--- src/rtl/fau_pkg.sv ---
package fau_pkg;
   typedef enum logic [1:0] {
      SRC_SEQ    = 2'b00,
      SRC_BRANCH = 2'b01,
      SRC_JUMP   = 2'b10,
      SRC_REG    = 2'b11
   } next_src_e;
endpackage

--- src/rtl/fau_incr.sv ---
module fau_incr #(
   parameter int W = 32,
   parameter int STEP = 4
) (
   input  logic [W-1:0] a,
   output logic [W-1:0] y
);
   assign y = a + W'(STEP);
endmodule

--- src/rtl/fau_branch_tgt.sv ---
module fau_branch_tgt #(
   parameter int W = 32,
   parameter int OFS_W = 16
) (
   input  logic [W-1:0]     base,
   input  logic [OFS_W-1:0] ofs,
   output logic [W-1:0]     tgt
);
   localparam int EXT_W = W - OFS_W - 2;
   logic [W-1:0] ofs_bytes;
   assign ofs_bytes = {{EXT_W{ofs[OFS_W-1]}}, ofs, 2'b00};
   assign tgt = base + ofs_bytes;
endmodule

--- src/rtl/fau_jump_tgt.sv ---
module fau_jump_tgt #(
   parameter int W = 32,
   parameter int IDX_W = 26
) (
   input  logic [W-1:0]     cur,
   input  logic [IDX_W-1:0] idx,
   output logic [W-1:0]     tgt
);
   localparam int REGION_W = W - IDX_W - 2;
   assign tgt = {cur[W-1 -: REGION_W], idx, 2'b00};
endmodule

--- src/rtl/fau_next_sel.sv ---
module fau_next_sel
   import fau_pkg::*;
#(
   parameter int          W        = 32,
   parameter bit          EXT_MODE = 1'b1,
   parameter logic [31:0] BADOP_VEC = 32'h8000_0040,
   parameter logic [31:0] IRQ_VEC   = 32'h8000_0080
) (
   input  logic [1:0]   sel,
   input  logic [W-1:0] seq_a,
   input  logic [W-1:0] br_a,
   input  logic [W-1:0] jmp_a,
   input  logic [W-1:0] reg_a,
   input  logic         irq,
   input  logic         bad_op,
   output logic [W-1:0] nxt,
   output logic         exc_take
);
   logic [W-1:0] norm_a;

   always_comb begin
      unique case (next_src_e'(sel))
         SRC_SEQ:    norm_a = seq_a;
         SRC_BRANCH: norm_a = br_a;
         SRC_JUMP:   norm_a = jmp_a;
         default:    norm_a = {reg_a[W-1:2], 2'b00};
      endcase
   end

   generate
      if (EXT_MODE) begin : g_ext
         always_comb begin
            exc_take = irq | bad_op;
            if (irq)         nxt = W'(IRQ_VEC);
            else if (bad_op) nxt = W'(BADOP_VEC);
            else             nxt = norm_a;
         end
      end else begin : g_basic
         logic unused_exc;
         assign unused_exc = irq ^ bad_op;
         assign exc_take   = 1'b0;
         assign nxt        = norm_a;
      end
   endgenerate
endmodule

--- src/rtl/fetch_addr_unit.sv ---
module fetch_addr_unit #(
   parameter int          ADDR_W     = 32,
   parameter int          OFS_W      = 16,
   parameter int          IDX_W      = 26,
   parameter int          RIDX_W     = 5,
   parameter int          LINK_REG   = 27,
   parameter bit          EXT_MODE   = 1'b1,
   parameter logic [31:0] BOOT_VEC   = 32'h8000_0000,
   parameter logic [31:0] BADOP_VEC  = 32'h8000_0040,
   parameter logic [31:0] IRQ_VEC    = 32'h8000_0080
) (
   input  logic              clk,
   input  logic              rst,
   input  logic [31:0]       instr,
   input  logic [1:0]        pc_sel,
   input  logic [ADDR_W-1:0] reg_target,
   input  logic              irq,
   input  logic              bad_op,
   output logic [ADDR_W-1:0] pc,
   output logic [ADDR_W-1:0] pc_plus4,
   output logic              link_we,
   output logic [RIDX_W-1:0] link_idx
);
   localparam logic [ADDR_W-1:0] RST_VEC = EXT_MODE ? ADDR_W'(BOOT_VEC) : '0;

   initial begin
      assert (ADDR_W > IDX_W + 2) else $fatal(1, "jump index does not fit the address");
      assert (ADDR_W >= OFS_W + 2) else $fatal(1, "branch offset wider than address");
      assert (LINK_REG < (1 << RIDX_W)) else $fatal(1, "link register out of range");
      assert ((BOOT_VEC[1:0] | BADOP_VEC[1:0] | IRQ_VEC[1:0]) == 2'b00)
         else $fatal(1, "vectors must be word aligned");
   end

   logic [ADDR_W-1:0] br_a, jmp_a, nxt;
   logic              exc_take;
   logic [31:0]       unused_instr;

   assign unused_instr = instr;

   fau_incr #(.W(ADDR_W), .STEP(4)) u_incr (
      .a(pc), .y(pc_plus4)
   );

   fau_branch_tgt #(.W(ADDR_W), .OFS_W(OFS_W)) u_br (
      .base(pc_plus4), .ofs(instr[OFS_W-1:0]), .tgt(br_a)
   );

   fau_jump_tgt #(.W(ADDR_W), .IDX_W(IDX_W)) u_jmp (
      .cur(pc), .idx(instr[IDX_W-1:0]), .tgt(jmp_a)
   );

   fau_next_sel #(
      .W(ADDR_W), .EXT_MODE(EXT_MODE),
      .BADOP_VEC(BADOP_VEC), .IRQ_VEC(IRQ_VEC)
   ) u_sel (
      .sel(pc_sel), .seq_a(pc_plus4), .br_a(br_a), .jmp_a(jmp_a),
      .reg_a(reg_target), .irq(irq), .bad_op(bad_op),
      .nxt(nxt), .exc_take(exc_take)
   );

   always_ff @(posedge clk) begin
      if (rst) pc <= RST_VEC;
      else     pc <= nxt;
   end

   assign link_we  = exc_take & ~rst;
   assign link_idx = RIDX_W'(LINK_REG);
endmodule

--- config.mk ---
export PLATFORM = sky130hd
export DESIGN_NAME = fetch_addr_unit
export DESIGN_NICKNAME = d
export VERILOG_FILES = /design/src/rtl/fau_pkg.sv /design/src/rtl/fau_incr.sv /design/src/rtl/fau_branch_tgt.sv /design/src/rtl/fau_jump_tgt.sv /design/src/rtl/fau_next_sel.sv /design/src/rtl/fetch_addr_unit.sv
export SDC_FILE = /design/constraint.sdc
export NUM_CORES = 1
export LEC_CHECK = 0
export BUFFER_PORTS_ARGS = -buffer_cell sky130_fd_sc_hd__buf_2
export CAP_MARGIN = 0
export CORE_MARGIN = 2
export CORE_UTILIZATION = 36
export CTS_CLUSTER_SIZE = 25
export DETAILED_ROUTE_END_ITERATION = 7
export GPL_ROUTABILITY_DRIVEN = 0
export GPL_TIMING_DRIVEN = 1
export HOLD_SLACK_MARGIN = 0.1
export PLACE_DENSITY = 0.65
export SLEW_MARGIN = 20
export SYNTH_ARGS = -nofsm -noshare
export SYNTH_HDL_FRONTEND = slang
export SYNTH_SLANG_ARGS = --single-unit
--- constraint.sdc ---
create_clock -name clk -period 11 [get_ports clk]
set_input_delay 2.2 -clock clk [delete_from_list [all_inputs] [get_ports clk]]
set_output_delay 2.2 -clock clk [all_outputs]
set_load 0.03 [all_outputs]
# Word-level counts from Yosys, hierarchy flattened
# Cells that the tools add are included.
# W data, S select, Z words.
# word_totals
in_bits,70
ff_bits,32
elab_cells,17
# classes
n_reduce_logical,3
bitwise,3
eq_ne,2
addsub,2
mux,3
# ops
op,count
$pmux W32 S3,1
$add A32 B3 Y32 const B,1
$add A32 B32 Y32,1
$mux W8,2
$reduce_or A3 Y1,1
$eq A2 B1 Y1 const B,1
$eq A2 B2 Y1 const B,1
$logic_not A2 Y1,1
$reduce_or A2 Y1,1
$and A1 B1 Y1,1
$not A1 Y1,1
$or A1 B1 Y1,1

# Logic depth before layout (Yosys ltp)
# Gate-level depths: netlist (run 1).
# logic_depth
ltp_word,5
depth_mapped,18
mapped_depth_nobuf,16

# By module
# From an unflattened synthesis (run 1), not the netlist that was laid out.
# hier_totals
cells_unflattened,551
area_unflattened_um2,4662.0
# modules_own_cells
module,cells_each,seq_area_each_um2,instances,area_each_um2
fau_branch_tgt,274,0.0,1,1906.8
fau_next_sel,86,0.0,1,1017.2
fetch_addr_unit,75,640.6,1,913.4
fau_incr,83,0.0,1,580.6
fau_jump_tgt,33,0.0,1,244.0

# Worst setup path after synthesis (run 1)
# OpenSTA, ideal clock, no wires.
# synth_timing
path_type,in2out
from,input port bad_op
to,output port link_we
cell_stages,2
required_time_ns,8.800
path_buffers,0
arrival_ns,2.628
slack_ns,6.172
cell_sequence,nor2_1 -> nor2_1
# synth_between
elab_chain_len,2
# synth_lines
item,line_no,text
from (decl),fetch_addr_unit.sv:18,"input logic bad_op,"
$or A1 B1 Y1,fau_next_sel.sv:33,exc_take = irq | bad_op;
$and A1 B1 Y1,fetch_addr_unit.sv:66,assign link_we = exc_take & ~rst;
to (decl),fetch_addr_unit.sv:21,"output logic link_we,"
# No other way between the ends.

# Worst setup path in the final report (run 1)
# layout_timing
from,register pc[2]
to,output port pc_plus4[28]
# layout_between
elab_chain_len,1
# layout_lines
item,line_no,text
from (decl),fetch_addr_unit.sv:19,"output logic [ADDR_W-1:0] pc,"
from (signal assigned),fetch_addr_unit.sv:63,else pc <= nxt;
$add A32 B3 Y32,fau_incr.sv:8,assign y = a + W'(STEP);
to (decl),fetch_addr_unit.sv:20,"output logic [ADDR_W-1:0] pc_plus4,"
# No other way between the ends.

==> metrics.csv, run 1 <==
metric;value;unit
Cell variety after synth;61;
GRT overflow;0;
Seq/Total Area, Yosys;16.4;%
CTS tree;built;
Slew @ Worst Pin;0.995;ns
Initial Utilization;36.6;%
Max Fclk;0.202;GHz
# fillers;1106;
core area;10700;sq um
vias per cell;5.40;
Fin. Hold Viols;0;
CTS Hold Bufs;0;
Post-Route WL;11.4;mm
Synth Cell Area;3910;sq um
placed cells;712;
Top Registers;pc (32);
critical path capture point type;output port;
hpwl dp;8.78;mm
Top reg by flops;pc;
Hold Crit Depth;1;
Root Driver;clkbuf_8;
commonest non-fill, non-tap cell in the layout;buf_2;
Site Rows;38;
Syn Area/Cell;8.23;sq um
Post-synth ARST share;0;%
Slew headroom;33.6;%
Required @ worst endpoint;8.80;ns
min cycle time layout;4.95;ns
Avg WL per Cell;15.8;um
Clock Latency Late Sink;0.29;ns
Final TNS setup;0;ns
depth of the most critical reg-to-reg path;16;
crit path DAT;2.75;ns
max-slew violations;0;
top_reg_cell synth;dfxtp_1;
post-route DRC violation count;0;
pwr dens;84.3;nW/um^2
Final Setup Violations;0;
Most Frequent Cell on Critical Path;nor2_1;
Clock Path Buffers;2;
total track usage;19.6;%
fin crit share;45.0;%
final net count;684;
DR iter-0 viols;123;
Max Cap Viol;0;
leak pwr;0.00224;uW
layout cell share with drive strength beyond 1;29.3;%
Pre-antenna DRT Iters;4;
Die Width;108;um
synth warn;0;
startpoint types;flop;
outcome;finished, final reports clean;
CTS H-tree lvls;2;
critical path class;reg2out;
initial antenna violation count;0;
VDD IR max;0.0486;mV
Via Count;3886;
io pins;140;
Final Non-Filler Cells;720;
# clock sinks;32;
CTS Buf Count;5;
Crit path largest cell delay;0.43;ns
Die H;108;um
Critical-path top delay cell;dfxtp_1;
port bufs;126;
die area;11700;sq um
antenna viol nets, final;0;
Area Growth Syn to Fin;20.1;%
ant diodes;0;
number of enable flip-flop cells after synthesis;0;
Largest register FFs;32;
clock-pin slew on the worst setup and hold paths;0.08;ns
Post CTS Setup Buffer Count;0;
crit-path cells;ha_1 > nand3_1 > nor2_1 > and3_1 > nand2_1 > nor2_1 > xor2_1 > buf_2;
RSZ-0062 raised after global routing;no;
vias in the first global route;3809;
first-pass GRT wire length;18.4;mm
skew final;0.0136;ns
largest fanout on the critical path;6;
largest net degree at the start of global routing;49;
post-synthesis register bit count;32;
most frequent cells in the layout;buf_2 (126), a21oi_1 (41), nand2_1 (35);
worst min path class;reg2reg;
PostCTS Resize Cnt;0;
Synth Instances;475;
## power breakdown
group	internal (uW)	switching, uW	total [uW]	leakage (uW)
registers	120	4.24	124	0.000260
clock network	80.1	52.4	133	0.0000645
logic	58.6	81.1	140	0.00191
## metal layers
layer / vias up / routed length (um) / global-route usage, %
li1: 1939 / - / -
met1: 1821 / 5040 / 25.0
met2: 118 / 5500 / 35.1
met3: 8 / 714 / 2.41
met4: 0 / 108 / 4.40
met5: - / 0 / 0
## cells by family (layout without fill, tap and decap cells)
kind of cell / Yosys count / in the layout / synth area share (%)
other cells: 2 / 5 / 0.192
flops: 32 / 32 / 16.4
compound gates: 113 / 113 / 19.3
mux: 32 / 32 / 14.5
buf+inv: 49 / 151 / 5.82
xor+xnor: 49 / 49 / 11.0
fa+ha+maj: 35 / 35 / 11.4
simple gates: 163 / 163 / 21.4
## path summary, 6_finish.rpt
path                                endpoint   from  slack (ns)
worst max-delay path            pc_plus4[28]  pc[2]        6.05
worst min-delay path                   pc[0]  pc[0]        0.49
worst max register to register        pc[29]  pc[2]        6.65
worst min register to register         pc[0]  pc[0]        0.49
## area by class of cell
class | count | area [sq um] | area share (%)
clock buffer | 7 | 96.3 | 2.05
multi-input combinational | 397 | 3050 | 65.0
inverter | 15 | 56.3 | 1.20
timing repair buffer | 128 | 646 | 13.7
clock inverter | 1 | 30.0 | 0.639
tap | 140 | 175 | 3.73
sequential | 32 | 641 | 13.6
## critical path, delay by kind of cell, from the launching register on
| family | cells | cell delay (ns) |
|---|---|---|
| and+or+nand+nor | 5 | 1.31 |
| buffers and inverters | 1 | 0.24 |
| DFF | 1 | 0.43 |
| adders and majority gates | 1 | 0.24 |
| xor gates and xnor gates | 1 | 0.23 |
## synth_stat cells (10+ instances only)
library cell,instances,share of area (%)
ha_1,34,11
o21ai_1,12,1.5
xor2_1,16,3.6
nand3_1,21,2.7
and3_1,11,1.8
mux4_2,19,11
inv_1,15,1.4
nand2_1,35,3.4
and2_1,17,2.7
nor2_1,30,2.9
buf_4,10,1.9
dfxtp_1,32,16
xnor2_1,33,7.4
a21oi_1,41,5.2
clkbuf_1,13,1.2
## per-stage QoR
step                instance area (sq um)  hold slack [ns]  utilization, %  setup WS, ns  total power [uW]
floorplan                            3920            0.621               -          6.17               229
global placement                     4570            0.479            42.7          6.05               263
detailed placement                   4570            0.483            42.7          5.97               266
CTS                                  4700            0.496            43.9          6.06               398
global route                         4700            0.511            43.9          5.85               416
finish                               4700            0.490            43.9          6.05               396
Power figures use the tool's default switching activity.
==> run 2, diff against run 1 <==
- clock period: 11 -> 4.9 ns (I/O delays scaled with it)
==> run 2 against run 1 <==
Net effect: sequential power is 120% higher; sequential share of layout area barely moved; clock skew down 0.0043 ns; setup slack worse by 5.3 ns; die area did not move; critical path depth up 8; register-to-register slack worse by 5.9 ns; hold slack lost 0.00099 ns; non-clock buffer count grew 2; power is 110% higher.
==> metrics.csv, run 2 (synthesized netlist as in run 1, its figures left out) <==
metric;value;unit
outcome;finished, final reports clean;
Fin. Hold Viols;0;
Top reg by flops;pc;
Post CTS Setup Buffer Count;0;
largest net degree at the start of global routing;47;
Die Width;108;um
port bufs;126;
Top Registers;pc (32);
Clock Path Buffers;2;
Slew @ Worst Pin;0.965;ns
Pre-antenna DRT Iters;4;
Hold Path Sink;pc[0];
clock-pin slew on the worst setup and hold paths;0.07;ns
max-slew violations;0;
Die H;108;um
most frequent cells in the layout;buf_2 (126), a21oi_1 (41), nand2_1 (35);
initial antenna violation count;0;
die area;11700;sq um
CTS tree;built;
r2r setup slk;0.75;ns
worst min path class;reg2reg;
final net count;686;
Hold Crit Depth;1;
io pins;140;
Area Growth Syn to Fin;19.7;%
crit path DAT;4.33;ns
DR iter-0 viols;154;
CTS H-tree lvls;2;
# clock sinks;32;
FF-to-FF Start;pc[2];
Via Count;3897;
critical path class;reg2reg;
hold_sp;pc[0];
utilization after layout;43.8;%
Max Cap Viol;0;
placed cells;714;
RR Endpoint;pc[29];
Clock Latency Late Sink;0.30;ns
Root Driver;clkbuf_8;
startpoint types;flop;
Required @ worst endpoint;5.08;ns
# fillers;1074;
largest fanout on the critical path;7;
PostCTS Resize Cnt;0;
ant diodes;0;
Site Rows;38;
Avg WL per Cell;15.8;um
commonest non-fill, non-tap cell in the layout;buf_2;
min cycle time layout;4.15;ns
Slew headroom;35.7;%
first-pass GRT wire length;18.0;mm
Post-Route WL;11.4;mm
fin crit share;84.7;%
skew final;0.00933;ns
hold slack;0.489;ns
depth of the most critical reg-to-reg path;16;
post-route DRC violation count;0;
vias in the first global route;3737;
GRT overflow;0;
total track usage;19.5;%
VDD IR max;0.0737;mV
Final Non-Filler Cells;721;
Final TNS setup;0;ns
CTS Hold Bufs;0;
hpwl dp;8.93;mm
pwr dens;177;nW/um^2
critical path capture point type;flop;
Initial Utilization;36.6;%
leak pwr;0.00224;uW
RSZ-0062 raised after global routing;no;
Largest register FFs;32;
CTS Buf Count;5;
vias per cell;5.40;
core area;10700;sq um
Final Setup Violations;0;
Max Fclk;0.241;GHz
antenna viol nets, final;0;
layout cell share with drive strength beyond 1;29.4;%
run 2: cell count changes in the layout (fill, tap and decap cells not counted):
cell       delta
bufinv_16     -1
buf_4         +2
run 2: where the power goes:
group	switching, uW	internal [uW]	total (uW)
clock	112	125	237
sequential	9.59	268	278
combinational	182	132	314
run 2: worst max-delay path, stage by stage (launching register included):
cell,delay [ns]
dfxtp_1,0.41
ha_1,0.21
nand3_1,0.21
nor2_1,0.23
and3_1,0.39
nand2_1,0.11
xnor2_1,0.17
ha_1,0.41
and4_1,0.22
and2_1,0.19
nand4_1,0.14
o21a_1,0.21
o211a_2,0.15
o31ai_2,0.26
a41oi_1,0.18
and3_1,0.19
or3_1,0.35
run 2: how the worst max path moves through the flow:
stage / cells after the start / start / endpoint
floorplan: 18 / pc[2] / pc[31]
global placement: 16 / pc[2] / pc[29]
detailed placement: 16 / pc[2] / pc[29]
CTS: 16 / pc[2] / pc[29]
global route: 16 / pc[2] / pc[31]
finish: 16 / pc[2] / pc[29]
run 2: layout make-up:
type                            count  area, sq um  area share [%]
Clock buffer                        7         96.3            2.06
Tap cell                          140          175            3.74
Inverter                           15         56.3            1.20
Multi-Input combinational cell    397         3050            65.2
Timing Repair Buffer              130          661            14.1
Sequential cell                    32          641            13.7
run 2: layer usage:
metal | up-vias | routed length [um] | GRT usage, %
li1 | 1934 | - | -
met1 | 1821 | 4880 | 23.8
met2 | 131 | 5600 | 35.1
met3 | 11 | 751 | 3.07
met4 | 0 | 162 | 5.59
met5 | - | 0 | 0
run 2: stage by stage:
stage	area (sq um)	worst slack (ns)	power, uW
after floorplan	3920	0.491	515
after global placement	4590	0.813	591
after detailed placement	4590	0.718	597
after CTS	4680	0.697	839
after global routing	4680	0.309	877
final	4680	0.749	829
==> run 3, diff against run 2 <==
- PLACE_DENSITY: 0.65 -> 0.67
- clock period: 4.9 -> 3.4 ns (I/O delays scaled with it)
==> run 3 against run 2 <==
Net effect: core utilization rose by 14 points; via count rose by 14%; first-iteration DRC count down 4.5%; final cell count rose by 15%; critical path depth stayed put; sequential power up 43%; global-route usage rose by 2.8 points; flip-flop and latch count did not move; maximum frequency rose by 23%; clock-buffer cell count fell by 2; critical path type unchanged; final area up 33%.
==> metrics.csv, run 3 (synthesized netlist as in run 1, its figures left out) <==
metric;value;unit
placed cells;810;
# clock sinks;32;
Largest register FFs;32;
Pre-antenna DRT Iters;4;
commonest non-fill, non-tap cell in the layout;buf_2;
worst min path class;reg2reg;
Max Cap Viol;0;
outcome;finished, final reports clean;
first-pass GRT wire length;20.4;mm
skew final;0.00643;ns
core area;10700;sq um
Site Rows;38;
Clock Path Buffers;2;
Initial Utilization;36.6;%
initial antenna violation count;0;
Die Width;108;um
port bufs;126;
crit path DAT;3.59;ns
most frequent cells in the layout;buf_2 (126), buf_4 (108), a21oi_1 (34);
Die H;108;um
fin crit share;99.1;%
GR Util met2;41.7;%
vias in the first global route;4357;
Root Driver;clkbuf_8;
Top Registers;pc (32);
Final Non-Filler Cells;830;
io pins;140;
worst setup margin;0.0313;ns
vias per cell;5.36;
hpwl dp;10.3;mm
CTS Buf Count;5;
DR iter-0 viols;147;
final net count;794;
ant diodes;0;
GRT overflow;0;
critical path capture point type;flop;
Final Setup Violations;0;
post-route DRC violation count;0;
RSZ-0062 raised after global routing;yes;
pre-CTS WS;-0.219;ns
pwr dens;223;nW/um^2
antenna viol nets, final;0;
startpoint types;flop;
largest fanout on the critical path;5;
Slew headroom;46.1;%
max-slew violations;0;
busiest grt layer;met2;
met1 Usage GRT;25.7;%
area of the multi-input gates;3710;sq um
largest net degree at the start of global routing;35;
Max Fclk;0.297;GHz
layout cell share with drive strength beyond 1;54.3;%
Via Count;4445;
critical path class;reg2reg;
Post-Route WL;13.4;mm
Slew @ Worst Pin;0.807;ns
CTS H-tree lvls;2;
Clock Latency Late Sink;0.30;ns
# fillers;948;
CTS Hold Bufs;0;
CTS tree;built;
leak pwr;0.00296;uW
met3 usage;3.32;%
Fin. Hold Viols;0;
Storage cell area;664;sq um
clock-pin slew on the worst setup and hold paths;0.08;ns
Area Growth Syn to Fin;58.9;%
total track usage;22.2;%
VDD IR max;0.162;mV
Avg WL per Cell;16.1;um
min cycle time layout;3.37;ns
Top reg by flops;pc;
die area;11700;sq um
Required @ worst endpoint;3.62;ns
[run 3: cell types whose count changed in the layout (fill, tap and decap cells not counted), moves of 9 or more]
cell,before,now
buf_4,4,108
dfxtp_1,32,17
xnor2_1,33,18
dfxtp_2,0,13
ha_1,34,21
ha_4,0,10
xnor2_2,0,9
[run 3: final cells by class]
cell class	count	area share [%]
Clock buffer	5	1.11
Clock inverter	3	0.685
Inverter	15	0.906
Multi-Input combinational cell	397	59.7
Sequential cell	32	10.7
Tap cell	140	2.82
Timing Repair Buffer	238	24.1
[run 3: path summary, 6_finish.rpt]
| kind | start | to | slack, ns | depth (start not counted) |
|---|---|---|---|---|
| worst max register to register | pc[2] | pc[31] | 0.03 | 16 |
| worst min register to register | pc[1] | pc[1] | 0.49 | 1 |
| worst min-delay path | pc[1] | pc[1] | 0.49 | 1 |
| worst max-delay path | pc[2] | pc[31] | 0.03 | 16 |
[run 3: power breakdown]
group	switching (uW)	total, uW	leakage [uW]	internal (uW)
sequential	11.1	398	0.000267	387
combinational	317	597	0.00264	280
clock	177	394	0.0000541	217
total	505	1390	0.00296	884
[run 3: metrics by stage]
step	util [%]	total power (uW)	setup TNS (ns)	hold slack, ns	instance area [sq um]
after global placement	52.2	934	-0.567	0.475	5580
after detailed placement	52.2	946	-0.739	0.489	5580
after CTS	54.4	1350	0	0.499	5820
after global routing	58.1	1450	-0.688	0.519	6210
after floorplan	-	757	-1.30	0.621	4190
final	58.1	1390	0	0.494	6210
[run 3: metal layers]
metal	part of all wire, %	routed length [um]
met5	0	0
met4	2.1	284
met3	4.5	596
met2	53	7050
met1	41	5440
[run 3: worst max-delay path, cell delays in order (launching register included)]
cell and delay (ns):
dfxtp_4 0.38, nand4_1 0.17, nor2_2 0.21, and3_4 0.22, buf_12 0.13, buf_8 0.12, nand3_2 0.13, xnor2_4 0.21
ha_4 0.24, a21o_1 0.20, a21oi_2 0.13, o21ai_1 0.07, a21o_1 0.16, or3_1 0.32, mux2_4 0.28, and3b_1 0.17
o31ai_2 0.16
[run 3: what timing repair did]
item                                    4_1_cts  5_1_grt
hold endpoints to repair                      0        0
endpoints found under the setup margin        6       17
gates resized for setup                      18       65
setup buffers                                 4        9
pin swaps                                    19       42
